===== config.mk =====
export PLATFORM = sky130hd
export DESIGN_NAME = slp_wake_ctrl
export DESIGN_NICKNAME = d
export VERILOG_FILES = /design/src/rtl/slp_pkg.sv /design/src/rtl/slp_cfg_reg.sv /design/src/rtl/slp_evt_det.sv /design/src/rtl/slp_pwr_fsm.sv /design/src/rtl/slp_wake_ctrl.sv
export SDC_FILE = /design/constraint.sdc
export NUM_CORES = 1
export LEC_CHECK = 0
export BUFFER_PORTS_ARGS = -buffer_cell sky130_fd_sc_hd__buf_2
export CORE_UTILIZATION = 30
export CTS_CLUSTER_SIZE = 14
export DETAILED_ROUTE_END_ITERATION = 7
export GPL_TIMING_DRIVEN = 0
export PLACE_DENSITY = 0.57
export SLEW_MARGIN = 30
export SYNTH_ARGS = -nofsm -noshare
export SYNTH_HDL_FRONTEND = slang
export SYNTH_SLANG_ARGS = --single-unit

===== constraint.sdc =====
create_clock -name clk -period 1.9 [get_ports clk]
set_input_delay 0 -clock clk [delete_from_list [all_inputs] [get_ports clk]]
set_output_delay 0 -clock clk [all_outputs]
set_load 0.02 [all_outputs]

===== src/rtl/slp_pkg.sv =====
package slp_pkg;

    localparam int CFG_W         = 32;
    localparam int SEVP_BIT      = 4;
    localparam int DEEP_BIT      = 2;
    localparam int EXIT_BIT      = 1;

    typedef struct packed {
        logic any_pend_wakes;
        logic deep_sel;
        logic sleep_on_exit;
    } slp_cfg_t;

    typedef enum logic [1:0] {
        ST_RUN = 2'd0,
        ST_WFI = 2'd1,
        ST_WFE = 2'd2
    } pwr_state_t;

    function automatic slp_cfg_t cfg_unpack(input logic [CFG_W-1:0] d);
        slp_cfg_t c;
        c.any_pend_wakes = d[SEVP_BIT];
        c.deep_sel       = d[DEEP_BIT];
        c.sleep_on_exit  = d[EXIT_BIT];
        return c;
    endfunction

    function automatic logic [CFG_W-1:0] cfg_pack(input slp_cfg_t c);
        logic [CFG_W-1:0] d;
        d           = '0;
        d[SEVP_BIT] = c.any_pend_wakes;
        d[DEEP_BIT] = c.deep_sel;
        d[EXIT_BIT] = c.sleep_on_exit;
        return d;
    endfunction

endpackage


===== src/rtl/slp_cfg_reg.sv =====
module slp_cfg_reg
    import slp_pkg::*;
(
    input  logic             clk,
    input  logic             rst,
    input  logic             wr_en,
    input  logic [CFG_W-1:0] wr_data,
    output slp_cfg_t         cfg,
    output logic [CFG_W-1:0] rd_data
);

    slp_cfg_t cfg_q;

    always_ff @(posedge clk) begin
        if (rst) begin
            cfg_q <= '0;
        end else if (wr_en) begin
            cfg_q <= cfg_unpack(wr_data);
        end
    end

    assign cfg     = cfg_q;
    assign rd_data = cfg_pack(cfg_q);

endmodule


===== src/rtl/slp_evt_det.sv =====
module slp_evt_det #(
    parameter int NUM_IRQ = 32
) (
    input  logic               clk,
    input  logic               rst,
    input  logic [NUM_IRQ-1:0] pend,
    input  logic [NUM_IRQ-1:0] en,
    input  logic               any_pend_wakes,
    input  logic               sev,
    output logic               evt,
    output logic               irq_wake
);

    logic [NUM_IRQ-1:0] pend_q;
    logic [NUM_IRQ-1:0] rise;
    logic [NUM_IRQ-1:0] rise_qual;

    always_ff @(posedge clk) begin
        if (rst) begin
            pend_q <= '0;
        end else begin
            pend_q <= pend;
        end
    end

    for (genvar i = 0; i < NUM_IRQ; i++) begin : g_edge
        assign rise[i]      = pend[i] & ~pend_q[i];
        assign rise_qual[i] = rise[i] & (en[i] | any_pend_wakes);
    end

    assign evt      = sev | (|rise_qual);
    assign irq_wake = |(pend & en);

endmodule


===== src/rtl/slp_pwr_fsm.sv =====
module slp_pwr_fsm
    import slp_pkg::*;
(
    input  logic clk,
    input  logic rst,
    input  logic wfi_req,
    input  logic wfe_req,
    input  logic handler_exit,
    input  logic sleep_on_exit,
    input  logic deep_sel,
    input  logic evt,
    input  logic irq_wake,
    output logic sleep,
    output logic deep_sleep,
    output logic wake,
    output logic latch
);

    pwr_state_t st_q, st_d;
    logic       latch_q, latch_d;
    logic       wake_q, wake_d;

    always_comb begin
        st_d    = st_q;
        latch_d = latch_q;
        wake_d  = 1'b0;
        unique case (st_q)
            ST_RUN: begin
                if (wfe_req) begin
                    if (latch_q || evt) begin
                        latch_d = 1'b0;
                        wake_d  = 1'b1;
                    end else begin
                        st_d = ST_WFE;
                    end
                end else begin
                    if (evt) latch_d = 1'b1;
                    if (wfi_req || (handler_exit && sleep_on_exit)) begin
                        st_d = ST_WFI;
                    end
                end
            end
            ST_WFI: begin
                if (evt) latch_d = 1'b1;
                if (irq_wake) begin
                    st_d   = ST_RUN;
                    wake_d = 1'b1;
                end
            end
            ST_WFE: begin
                if (evt) begin
                    st_d   = ST_RUN;
                    wake_d = 1'b1;
                end
            end
            default: st_d = ST_RUN;
        endcase
    end

    always_ff @(posedge clk) begin
        if (rst) begin
            st_q    <= ST_RUN;
            latch_q <= 1'b0;
            wake_q  <= 1'b0;
        end else begin
            st_q    <= st_d;
            latch_q <= latch_d;
            wake_q  <= wake_d;
        end
    end

    assign sleep      = (st_q != ST_RUN);
    assign deep_sleep = sleep & deep_sel;
    assign wake       = wake_q;
    assign latch      = latch_q;

endmodule


===== src/rtl/slp_wake_ctrl.sv =====
module slp_wake_ctrl
    import slp_pkg::*;
#(
    parameter int NUM_IRQ = 32
) (
    input  logic               clk,
    input  logic               rst,
    input  logic               cfg_wr_en,
    input  logic [CFG_W-1:0]   cfg_wr_data,
    output logic [CFG_W-1:0]   cfg_rd_data,
    input  logic               wfi_req,
    input  logic               wfe_req,
    input  logic               sev_strobe,
    input  logic [NUM_IRQ-1:0] irq_pend,
    input  logic [NUM_IRQ-1:0] irq_en,
    input  logic               handler_exit,
    output logic               sleep_o,
    output logic               deep_sleep_o,
    output logic               wake_o,
    output logic               event_latched_o
);

    slp_cfg_t cfg;
    logic     evt;
    logic     irq_wake;

    slp_cfg_reg u_cfg (
        .clk     (clk),
        .rst     (rst),
        .wr_en   (cfg_wr_en),
        .wr_data (cfg_wr_data),
        .cfg     (cfg),
        .rd_data (cfg_rd_data)
    );

    slp_evt_det #(.NUM_IRQ(NUM_IRQ)) u_evt (
        .clk            (clk),
        .rst            (rst),
        .pend           (irq_pend),
        .en             (irq_en),
        .any_pend_wakes (cfg.any_pend_wakes),
        .sev            (sev_strobe),
        .evt            (evt),
        .irq_wake       (irq_wake)
    );

    slp_pwr_fsm u_fsm (
        .clk           (clk),
        .rst           (rst),
        .wfi_req       (wfi_req),
        .wfe_req       (wfe_req),
        .handler_exit  (handler_exit),
        .sleep_on_exit (cfg.sleep_on_exit),
        .deep_sel      (cfg.deep_sel),
        .evt           (evt),
        .irq_wake      (irq_wake),
        .sleep         (sleep_o),
        .deep_sleep    (deep_sleep_o),
        .wake          (wake_o),
        .latch         (event_latched_o)
    );

endmodule


# Word level (Yosys, flattened, before mapping)
# Index checks and enable logic that the tools add are counted.
[word_totals]
regBits = 39
latch_bits = 0
mem_bits_rw = 0
mem_bits_ro = 0
inputBits = 103
out_inout_bits = 36
word_cells = 170
memories = 0
[classes]
n_addsub = 0
multipliers = 0
div = 0
n_lt_le_gt_ge = 0
eq_ne = 7
shift = 0
muxes = 15
bitwise = 131
reduce_logical = 10
[op_table]
columns = ["operator", "count"]
rows = [
  ["$and A1 B1 Y1", 65],
  ["$reduce_or A32 Y1", 2],
  ["$or A1 B1 Y1", 33],
  ["$and A32 B32 Y32", 1],
  ["$not A1 Y1", 32],
  ["$mux W2", 5],
  ["$mux W1", 7],
  ["$ne A3 B2 Y1 const B", 2],
  ["$pmux W2 S3", 1],
  ["$reduce_and A4 Y1", 1],
  ["$reduce_bool A2 Y1", 2],
  ["$ne A3 B3 Y1 const B", 1],
  ["$pmux W1 S3", 1],
  ["$eq A2 B1 Y1 const B", 1],
  ["$eq A2 B2 Y1 const B", 1],
  ["$logic_not A2 Y1", 1],
  ["$logic_or A1 B1 Y1", 2],
  ["$ne A2 B1 Y1 const B", 1],
  ["$ne A2 B2 Y1 const B", 1],
  ["$pmux W1 S2", 1],
  ["$reduce_and A2 Y1", 1],
  ["$logic_and A1 B1 Y1", 1],
]

# Depth between registers and ports, before layout
# Gate-level depths: netlist of run 1.
[depth]
depth_word = 9
ltp_mapped = 7
mapped_depth_nobuf = 6

# Cells and area by module
# From an unflattened synthesis of run 1, not the netlist that was laid out.
[hier_totals]
cells_unflattened = 232
hier_area_um2 = 2039.5
[by_module_without_submodules]
columns = ["module", "instances", "cells_each", "area_each_um2", "seq_area_each_um2"]
rows = [
  ["slp_evt_det", 1, 168, 1514.0, 640.6],
  ["slp_cfg_reg", 1, 42, 345.3, 60.1],
  ["slp_pwr_fsm", 1, 22, 180.2, 80.1],
]

# Worst setup path after synthesis of run 1
# No wires, ideal clock.
[synth_path]
kind = "register to register"
from = "reg u_cfg.cfg_q, in the netlist u_cfg.cfg[2]"
to = "reg u_fsm.st_q[1]"
setup_ps = 60
t_arrival_ps = 1671
required_time_ps = 1840
path_slack_ps = 169
path_stages_with_launch = 7
path_buffers = 1
period_less_slack_ps = 1731
path_cell_list = "dfxtp_1 buf_6 o211ai_2 o2111ai_1 or4_1 nor4_2 and3b_1"
[synth_between]
elab_chain_cells = 7
word_cells_on_any_way = 70
classes_between = "eq/ne (2); bitwise (65); reduce/logical (3)"
[synth_lines]
columns = ["element", "line", "rtl"]
rows = [
  ["start, declared", "slp_cfg_reg.sv:12", "slp_cfg_t cfg_q;"],
  ["start signal, assigned", "slp_cfg_reg.sv:18", "cfg_q <= cfg_unpack(wr_data);"],
  ["$or A1 B1 Y1", "slp_evt_det.sv:28", "assign rise_qual[i] = rise[i] & (en[i] | any_pend_wakes);"],
  ["$and A1 B1 Y1", "slp_evt_det.sv:28", ""],
  ["$reduce_or A32 Y1 (*)", "slp_evt_det.sv:31", "assign evt = sev | (|rise_qual);"],
  ["$or A1 B1 Y1 (*)", "slp_evt_det.sv:31", ""],
  ["$logic_or A1 B1 Y1", "slp_pwr_fsm.sv:30", "if (latch_q || evt) begin"],
  ["$ne A3 B3 Y1 (no source line)", "--", ""],
  ["$reduce_and A4 Y1 (no source line) (*)", "--", ""],
  ["end signal, assigned", "slp_pwr_fsm.sv:66", "st_q <= st_d;"],
  ["end, declared", "slp_pwr_fsm.sv:19", "pwr_state_t st_q, st_d;"],
]
# Mark *: on every way between the ends. The rest lies on a longest branch, timed or not.
# A chain may end at the register's enable or synchronous reset.

# Worst setup path after layout of run 1
# Same ends and word-level chain as after synthesis.

==> flow_summary.json, run 1 <==
{
  "die_w_microns": 85.11,
  "overflow": 0,
  "dp_hpwl_microns": 4858,
  "drv_cap": 0,
  "setup_slack_ns": -0.04873,
  "fin_crit_ns": 1.949,
  "core_sq_um": 6495,
  "cts_buffer_depth": 2,
  "drc": 0,
  "ys_seq_area_frac": 0.3768,
  "cts_tree": "yes",
  "yosysWarnings": 0,
  "drive_above_1_share": 0.3266,
  "crit_slowest_cell": "or4_4",
  "grt_use_total": 0.1802,
  "syn_to_final_growth_pct": 53.32,
  "vias": 2135,
  "fin_crit_sh": 1.026,
  "slew_viol_final": 0,
  "crit_chain": "o211ai_1 -> o2111ai_2 -> or4_4 -> nor4_4 -> and3b_1",
  "pre_cts_ws_ns": -0.1303,
  "io_buffers": 79,
  "rsz0062_at_grt": "true",
  "cts_made_buffers": 5,
  "grt_first_pass_wirelength_microns": 9998,
  "ys_top_cells_by_area": "dfxtp_1 38%, buf_4 12%, nor2b_1 9.4%",
  "required_ns": 2.14,
  "synth.distinct_cells": 37,
  "holdWs_ns": 0.01864,
  "path_max_fanout": 3,
  "dieArea_sq_um": 7243,
  "setup_viol": 3,
  "hold_path.class": "in -> reg",
  "path_buf_inv": 0,
  "grt_max_degree": 12,
  "start_util": 0.3190,
  "synth_cells": 245,
  "n_fill_cell": 687,
  "ys_ff_latch": 39,
  "worst_ir_drop_vdd_mv": 0.2848,
  "rows": 29,
  "firstDrtPassIters": 4,
  "synth.avg_cell_area_sq_um": 8.457,
  "end_kind": "flip-flop",
  "antenna_found_initial": 0,
  "finalHoldViolations": 0,
  "place_congestion": 0.8131,
  "drt-total-wl_microns": 6180,
  "die_height_microns": 85.11,
  "syn_area_sq_um": 2072,
  "synth_top_area_frac": 0.3768,
  "max_freq_mhz": 513.2,
  "crit_arrival_ns": 2.19,
  "via_per_inst": 4.495,
  "initialDrtViolationCount": 100,
  "p_leak_nw": 1.549,
  "slew_headroom": 0.6153,
  "grt_pass1_vias": 2075,
  "pin_count": 139,
  "violations": "negative setup slack",
  "path_class": "reg -> reg",
  "nets": 500,
  "outcome": "complete, but fails checks",
  "clockRootBuffer": "clkbuf_8",
  "finalClockSkew_ns": 0.01009,
  "cts_max_level": 2,
  "yosysTopAreaCell": "dfxtp_1",
  "wl_per_cell_microns": 13.01,
  "cts_sinks": 39,
  "cp_top_family": "simple AND/OR/NAND/NOR gates",
  "power_density_nw_per_um2": 601.3,
  "diodes": 0,
  "slowest_delay_ns": 0.58,
  "worst_pin_slew_ns": 0.5771,
  "postRouteAntennaNets": 0,
  "clock_latency_ns": 0.29,
  "clk_pin_slew_worst_paths_ns": 0.08,
  "start_kind": "flip-flop"
}
-- state kept, by name (all words and copies together), names as in the netlist --
| register | cells |
|---|---|
| u_fsm.latch | 1 |
| u_fsm.st_q | 2 |
| u_cfg.cfg | 3 |
| u_fsm.wake | 1 |
| u_evt.pend_q | 32 |
-- worst min-delay path, stage by stage --
cell,delay [ns]
buf_2,0.13
mux2i_1,0.08
nor2_1,0.07
-- final cells by class --
cell class / count / area (sq um) / area share
Multi-Input combinational cell: 173 / 1076 / 0.3387
Sequential cell: 39 / 782.0 / 0.2462
Timing Repair Buffer: 117 / 780.7 / 0.2458
Buffer: 37 / 270.3 / 0.08507
Tap cell: 77 / 96.34 / 0.03033
Inverter: 24 / 90.09 / 0.02836
Clock buffer: 7 / 76.32 / 0.02403
Clock inverter: 1 / 5.005 / 0.001575
-- path summary, 6_finish.rpt --
check	from	cells after the start	slack, ns	to
max	u_cfg.cfg[2]	5	-0.05	u_fsm.st_q[1]
min reg2reg	u_fsm.latch	2	0.52	u_fsm.latch
min	cfg_wr_en	3	0.02	u_cfg.cfg[1]
max reg2reg	u_cfg.cfg[2]	5	-0.05	u_fsm.st_q[1]
-- cells in the final DEF (no fill, tap or decap), drive strengths merged, types with 2 or more instances in the layout --
| cell | instances |
|---|---|
| buf | 115 |
| dfxtp | 39 |
| dlygate4sd3 | 35 |
| nor2b | 31 |
| conb | 29 |
| inv | 24 |
| nor2 | 15 |
| a22oi | 15 |
| nand2b | 12 |
| clkbuf | 11 |
| nand3b | 9 |
| nand2 | 8 |
| o2111ai | 6 |
| o211ai | 6 |
| a21oi | 5 |
| nand4 | 4 |
| o21ai | 4 |
| nor4 | 4 |
| mux2i | 3 |
| nand3 | 2 |
| nor3 | 2 |
| a31oi | 2 |
| o22ai | 2 |
| nor3b | 2 |
| or4 | 2 |
-- power breakdown --
group          switching (W)  internal [W]  total, W
Sequential         0.0000162      0.000861  0.000878
Clock               0.000284      0.000258  0.000542
Combinational       0.000241      0.000250  0.000491
-- routing by layer --
metal,GRT usage,share of wire,vias to the layer above,wire length [microns]
li1,-,-,1082,-
met1,0.2249,0.43,946,2641
met2,0.3145,0.49,102,3016
met3,0.03891,0.078,5,479
met4,0.04622,0.0070,0,43
met5,0,0,-,0
-- timing repair --
action,in CTS,in global routing
buffers inserted,3,0
gates resized for setup,4,4
hold buffers,35,0
pin swaps,8,6
hold endpoints to repair,35,0
endpoints found under the setup margin,3,3
gates cloned,0,0
-- stage by stage --
step	cell area (sq um)	instances	power (W)	setup TNS, ns	utilization
detailed placement	2669	429	0.001308	-0.3502	0.4109
finish	3177	475	0.001910	-0.1255	0.4891
global route	3177	475	0.002028	-0.4345	0.4891
CTS	3153	475	0.001920	-0.2009	0.4855
floorplan	2177	273	0.001148	0	-
global placement	2669	429	0.001304	-0.3119	0.4109
-- kinds of logic after synthesis --
kind of cell           count (synthesis)  share of synthesized area
AO/OA/AOI/OAI                         47                     0.1691
buffers and inverters                 61                     0.1721
flip-flops                            39                     0.3768
multiplexers                           3                    0.01449
other                                  1                   0.001810
AND/OR/NAND/NOR                       94                     0.2657
-- synth_stat cells, drive strengths merged --
cell,count
nand2b,12
o32ai,1
o2bb2ai,1
clkbuf,4
o221ai,1
nand4,4
or2,1
a21oi,5
nor3,2
o22ai,2
o2111ai,6
mux2i,3
and2,1
nor2,15
a2bb2oi,1
a31oi,2
nand3b,9
nor2b,31
a32o,1
inv,24
conb,1
a2111oi,1
and3b,1
a21boi,1
buf,33
a22oi,15
nand3,2
nor3b,2
nor4,4
dfxtp,39
o21ai,4
o211ai,6
nand2,8
or4,2
Note: power is estimated with default switching activity, not from simulation.
==> run 2: changes to the inputs <==
- SKIP_CTS_REPAIR_TIMING: default -> 1
==> run 2 against run 1 <==
Compared with the run above:
- critical endpoint unchanged
- final cell count fell by 1.1%
- clock power rose by 0.7%
- setup slack got worse by 0.026 ns
- the flow finishes with violations (negative hold slack, negative setup slack)
- flip-flop and latch count did not move
- sequential share of layout area rose by 0.61 points
- die area did not move
==> flow_summary.json, run 2 (synthesized netlist as in run 1, its figures left out) <==
{
  "end_kind": "flip-flop",
  "setup_viol": 3,
  "rows": 29,
  "violations": "negative hold slack, negative setup slack",
  "fin_crit_ns": 1.975,
  "drt-total-wl_microns": 6140,
  "postRouteAntennaNets": 0,
  "rsz0062_at_grt": "true",
  "crit_chain": "buf_8 -> o211ai_1 -> o2111ai_1 -> or4_4 -> nor4_4 -> and3b_1",
  "crit_slowest_cell": "or4_4",
  "clk_pin_slew_worst_paths_ns": 0.08,
  "drc": 0,
  "final_common_cell": "buf_2",
  "worst_pin_slew_ns": 0.5719,
  "cts_buffer_depth": 2,
  "rrSetupSlack_ns": -0.07,
  "setup_slack_ns": -0.07453,
  "fin_area_sq_um": 3100,
  "hold_path.class": "in -> reg",
  "place_area_sq_um": 2669,
  "cts_made_buffers": 5,
  "largest_reg_flops": 32,
  "wl_per_cell_microns": 13.06,
  "required_ns": 2.14,
  "path_max_fanout": 10,
  "vias": 2111,
  "start_kind": "flip-flop",
  "grt_pass1_vias": 1904,
  "fin_crit_sh": 1.039,
  "slowest_delay_ns": 0.52,
  "layout_common_cells": "79 x buf_2, 38 x dfxtp_1, 34 x buf_4",
  "tns_ns": -0.1922,
  "firstDrtPassIters": 4,
  "n_fill_cell": 698,
  "dieArea_sq_um": 7243,
  "start_util": 0.3190,
  "path_class": "reg -> reg",
  "cts_tree": "yes",
  "top_register": "u_evt.pend_q",
  "cp_top_family": "simple AND/OR/NAND/NOR gates",
  "outcome": "complete, but fails checks",
  "slew_headroom": 0.6188,
  "finalClockSkew_ns": 0.01026,
  "syn_to_final_growth_pct": 49.64,
  "core_sq_um": 6495,
  "cts_sinks": 39,
  "slew_viol_final": 0,
  "place_congestion": 0.8131,
  "grt_first_pass_wirelength_microns": 9480,
  "path_buf_inv": 1,
  "power_w": 0.001897,
  "dp.cells": 429,
  "nets": 495,
  "grt_use_total": 0.1727,
  "io_buffers": 79,
  "cts_max_level": 2,
  "die_height_microns": 85.11,
  "grt.met3_usage": 0.04086,
  "use_met2": 0.2933,
  "fin_cells": 470,
  "die_w_microns": 85.11,
  "pin_count": 139,
  "overflow": 0,
  "p_leak_nw": 1.519,
  "worst_ir_drop_vdd_mv": 0.2859,
  "antenna_found_initial": 0,
  "holdWs_ns": -0.03082,
  "crit_arrival_ns": 2.22,
  "grt_max_degree": 12,
  "via_per_inst": 4.491,
  "busiest_layer": "met2",
  "max_freq_mhz": 506.5,
  "drive_above_1_share": 0.3206,
  "drv_cap": 0,
  "diodes": 0,
  "clock_latency_ns": 0.29,
  "power_density_nw_per_um2": 611.8,
  "finalHoldViolations": 4,
  "grtUsageMet1": 0.2200,
  "initialDrtViolationCount": 116,
  "dp_hpwl_microns": 4858,
  "clockRootBuffer": "clkbuf_8"
}
[run 2: cell types whose count changed in the layout (fill, tap and decap cells not counted)]
cell	previous run	this run
or4_1	0	1
or4_4	2	1
nor4_2	1	0
o2111ai_1	5	6
dlygate4sd3_1	35	31
o2111ai_2	1	0
buf_12	1	0
nor4_1	2	3
[run 2: final timing paths]
| kind | endpoint | depth (start not counted) | from |
|---|---|---|---|
| max | u_fsm.st_q[1] | 6 | u_cfg.cfg[2] |
| min | u_evt.pend_q[14] | 2 | irq_pend[14] |
| min reg2reg | u_fsm.latch | 2 | u_fsm.latch |
| max reg2reg | u_fsm.st_q[1] | 6 | u_cfg.cfg[2] |
[run 2: routing by layer]
layer / part of all wire / vias to the layer above / routed length, microns
met5: 0 / - / 0
met4: 0.0070 / 0 / 43
met3: 0.060 / 5 / 366
met2: 0.49 / 86 / 2978
met1: 0.45 / 949 / 2752
li1: - / 1071 / -
[run 2: area by class of cell]
cell class                      count  area (sq um)  area share
Multi-Input combinational cell    173          1060      0.3418
Sequential cell                    39         782.0      0.2522
Timing Repair Buffer              112         720.7      0.2324
Buffer                             37         270.3     0.08717
Tap cell                           77         96.34     0.03107
Inverter                           24         90.09     0.02906
Clock buffer                        7         76.32     0.02462
Clock inverter                      1         5.005    0.001614
[run 2: stage by stage]
step | utilization | worst slack (ns)
6_report | 0.4774 | -0.07453
5_1_grt | 0.4774 | -0.1894
4_1_cts | 0.4234 | -0.1507
3_5_place_dp | 0.4109 | -0.1303
3_3_place_gp | 0.4109 | -0.1208
2_1_floorplan | - | 0.1692
[run 2: where the power goes]
group          switching [W]  leakage [nW]  internal (W)
combinational       0.000236          1.15      0.000237
sequential         0.0000159         0.325      0.000861
clock               0.000288        0.0422      0.000258
total               0.000541          1.52       0.00136
[run 2: worst register-to-register path: stages (launching register included)]
cell,delay (ns)
dfxtp_2,0.34
buf_8,0.14
o211ai_1,0.21
o2111ai_1,0.15
or4_4,0.52
nor4_4,0.36
and3b_1,0.20
==> run 3: changes to the inputs <==
- CORE_ASPECT_RATIO: default -> 1.75
==> run 3 against run 2 <==
Compared with the run above:
- the flow still finishes with violations (negative hold slack, negative setup slack)
- register-to-register slack worse by 0.05 ns
- routed wire length is 2.7% higher
- final cell count fell by 2.6%
- largest power group unchanged
- maximum frequency decreased by 2.5%
- total power increased by 11%
==> flow_summary.json, run 3 (synthesized netlist as in run 1, its figures left out) <==
{
  "dieArea_sq_um": 7256,
  "start_util": 0.3145,
  "start_kind": "flip-flop",
  "initialDrtViolationCount": 65,
  "grt_pass1_vias": 1956,
  "outcome": "complete, but fails checks",
  "die_w_microns": 64.82,
  "fin_area_sq_um": 3005,
  "antenna_found_initial": 0,
  "clk_pin_slew_worst_paths_ns": 0.05,
  "wl_met3_microns": 391,
  "cts_buffer_depth": 2,
  "place_area_sq_um": 2675,
  "end_kind": "flip-flop",
  "cts_made_buffers": 5,
  "wl_met2_microns": 3368,
  "postRouteAntennaNets": 0,
  "path_buf_inv": 1,
  "fin_cells": 458,
  "crit_arrival_ns": 2.17,
  "crit_slowest_cell": "or4_1",
  "required_ns": 2.04,
  "slew_headroom": 0.6147,
  "final_common_cell": "buf_2",
  "met1_length_microns": 2275,
  "syn_to_final_growth_pct": 45.05,
  "path_class": "reg -> reg",
  "io_buffers": 79,
  "dp.cells": 434,
  "grt_use_total": 0.1756,
  "clock_latency_ns": 0.28,
  "nets": 480,
  "max_freq_mhz": 493.6,
  "cts_tree": "yes",
  "rows": 39,
  "dp_hpwl_microns": 5111,
  "utilization": 0.4562,
  "place_congestion": 0.8309,
  "violations": "negative hold slack, negative setup slack",
  "tns_ns": -0.2983,
  "setup_slack_ns": -0.1257,
  "p_leak_nw": 1.475,
  "finalHoldViolations": 14,
  "wl_per_cell_microns": 13.77,
  "overflow": 0,
  "die_height_microns": 111.9,
  "drv_cap": 0,
  "regArea_sq_um": 782.0,
  "power_density_nw_per_um2": 699.5,
  "grt_first_pass_wirelength_microns": 9328,
  "fin_crit_sh": 1.066,
  "slew_viol_final": 0,
  "drc": 0,
  "rsz0062_at_grt": "true",
  "core_sq_um": 6588,
  "drt-total-wl_microns": 6305,
  "drive_above_1_share": 0.3271,
  "cp_top_family": "simple AND/OR/NAND/NOR gates",
  "pin_count": 139,
  "grt_max_degree": 11,
  "diodes": 0,
  "setup_viol": 3,
  "path_max_fanout": 10,
  "crit_chain": "buf_6 -> o211ai_2 -> o2111ai_1 -> or4_1 -> nor4_4 -> o32ai_2",
  "multi_input_area_sq_um": 1060,
  "cts_sinks": 39,
  "fin_crit_ns": 2.026,
  "dr.max_layer_used": "met4",
  "firstDrtPassIters": 4,
  "holdWs_ns": -0.03511,
  "layout_common_cells": "79 x buf_2, 38 x dfxtp_1, 32 x buf_4",
  "clockRootBuffer": "clkbuf_16",
  "vias": 2085,
  "largest_reg_flops": 32,
  "via_per_inst": 4.552,
  "worst_ir_drop_vdd_mv": 0.4131,
  "worst_pin_slew_ns": 0.5633,
  "top_register": "u_evt.pend_q",
  "n_fill_cell": 713,
  "hold_path.class": "in -> reg",
  "slowest_delay_ns": 0.59,
  "cts_max_level": 2,
  "finalClockSkew_ns": 0.002183
}
## run 3: cell types whose count changed in the layout (fill, tap and decap cells not counted)
cell,previous run,this run
clkbuf_16,0,5
buf_6,0,1
buf_8,1,0
buf_4,34,32
clkbuf_1,6,5
clkinv_2,1,0
dlygate4sd3_1,31,18
clkbuf_8,5,0
## run 3: path summary, 6_finish.rpt
kind                startpoint               end  slack, ns  cells after the start
setup / recovery  u_cfg.cfg[2]        u_fsm.wake      -0.13                      6
hold / removal    irq_pend[16]  u_evt.pend_q[16]      -0.04                      2
setup reg to reg  u_cfg.cfg[2]        u_fsm.wake      -0.13                      6
hold reg to reg   u_cfg.cfg[1]      u_cfg.cfg[1]       0.51                      2
## run 3: cell type report
cell class / count / share of cell area
Clock buffer: 6 / 0.04288
Tap cell: 82 / 0.03414
Buffer: 37 / 0.08868
Inverter: 24 / 0.02998
Timing Repair Buffer: 97 / 0.1915
Multi-Input combinational cell: 173 / 0.3526
Sequential cell: 39 / 0.2602
## run 3: metrics by stage
| stage | power (W) | worst slack [ns] |
|---|---|---|
| 6_report | 0.002102 | -0.1257 |
| 5_1_grt | 0.002200 | -0.2086 |
| 4_1_cts | 0.002082 | -0.2511 |
| 3_5_place_dp | 0.001312 | -0.2361 |
| 3_3_place_gp | 0.001309 | -0.2365 |
| 2_1_floorplan | 0.001148 | 0.1692 |
## run 3: power breakdown
part	internal [W]	total (W)	switching [W]
sequential	0.000863	0.000880	0.0000169
combinational	0.000216	0.000450	0.000234
clock	0.000471	0.000772	0.000301
## run 3: metal layers
metal	track usage	vias up
li1	-	1045
met1	0.1753	926
met2	0.3097	97
met3	0.03791	17
met4	0.1244	0
met5	0	-
## run 3: worst reg2reg max path: stages (launching register included)
cell and delay (ns):
dfxtp_2 0.34, buf_6 0.15, o211ai_2 0.16, o2111ai_1 0.11, or4_1 0.59, nor4_4 0.39
o32ai_2 0.15
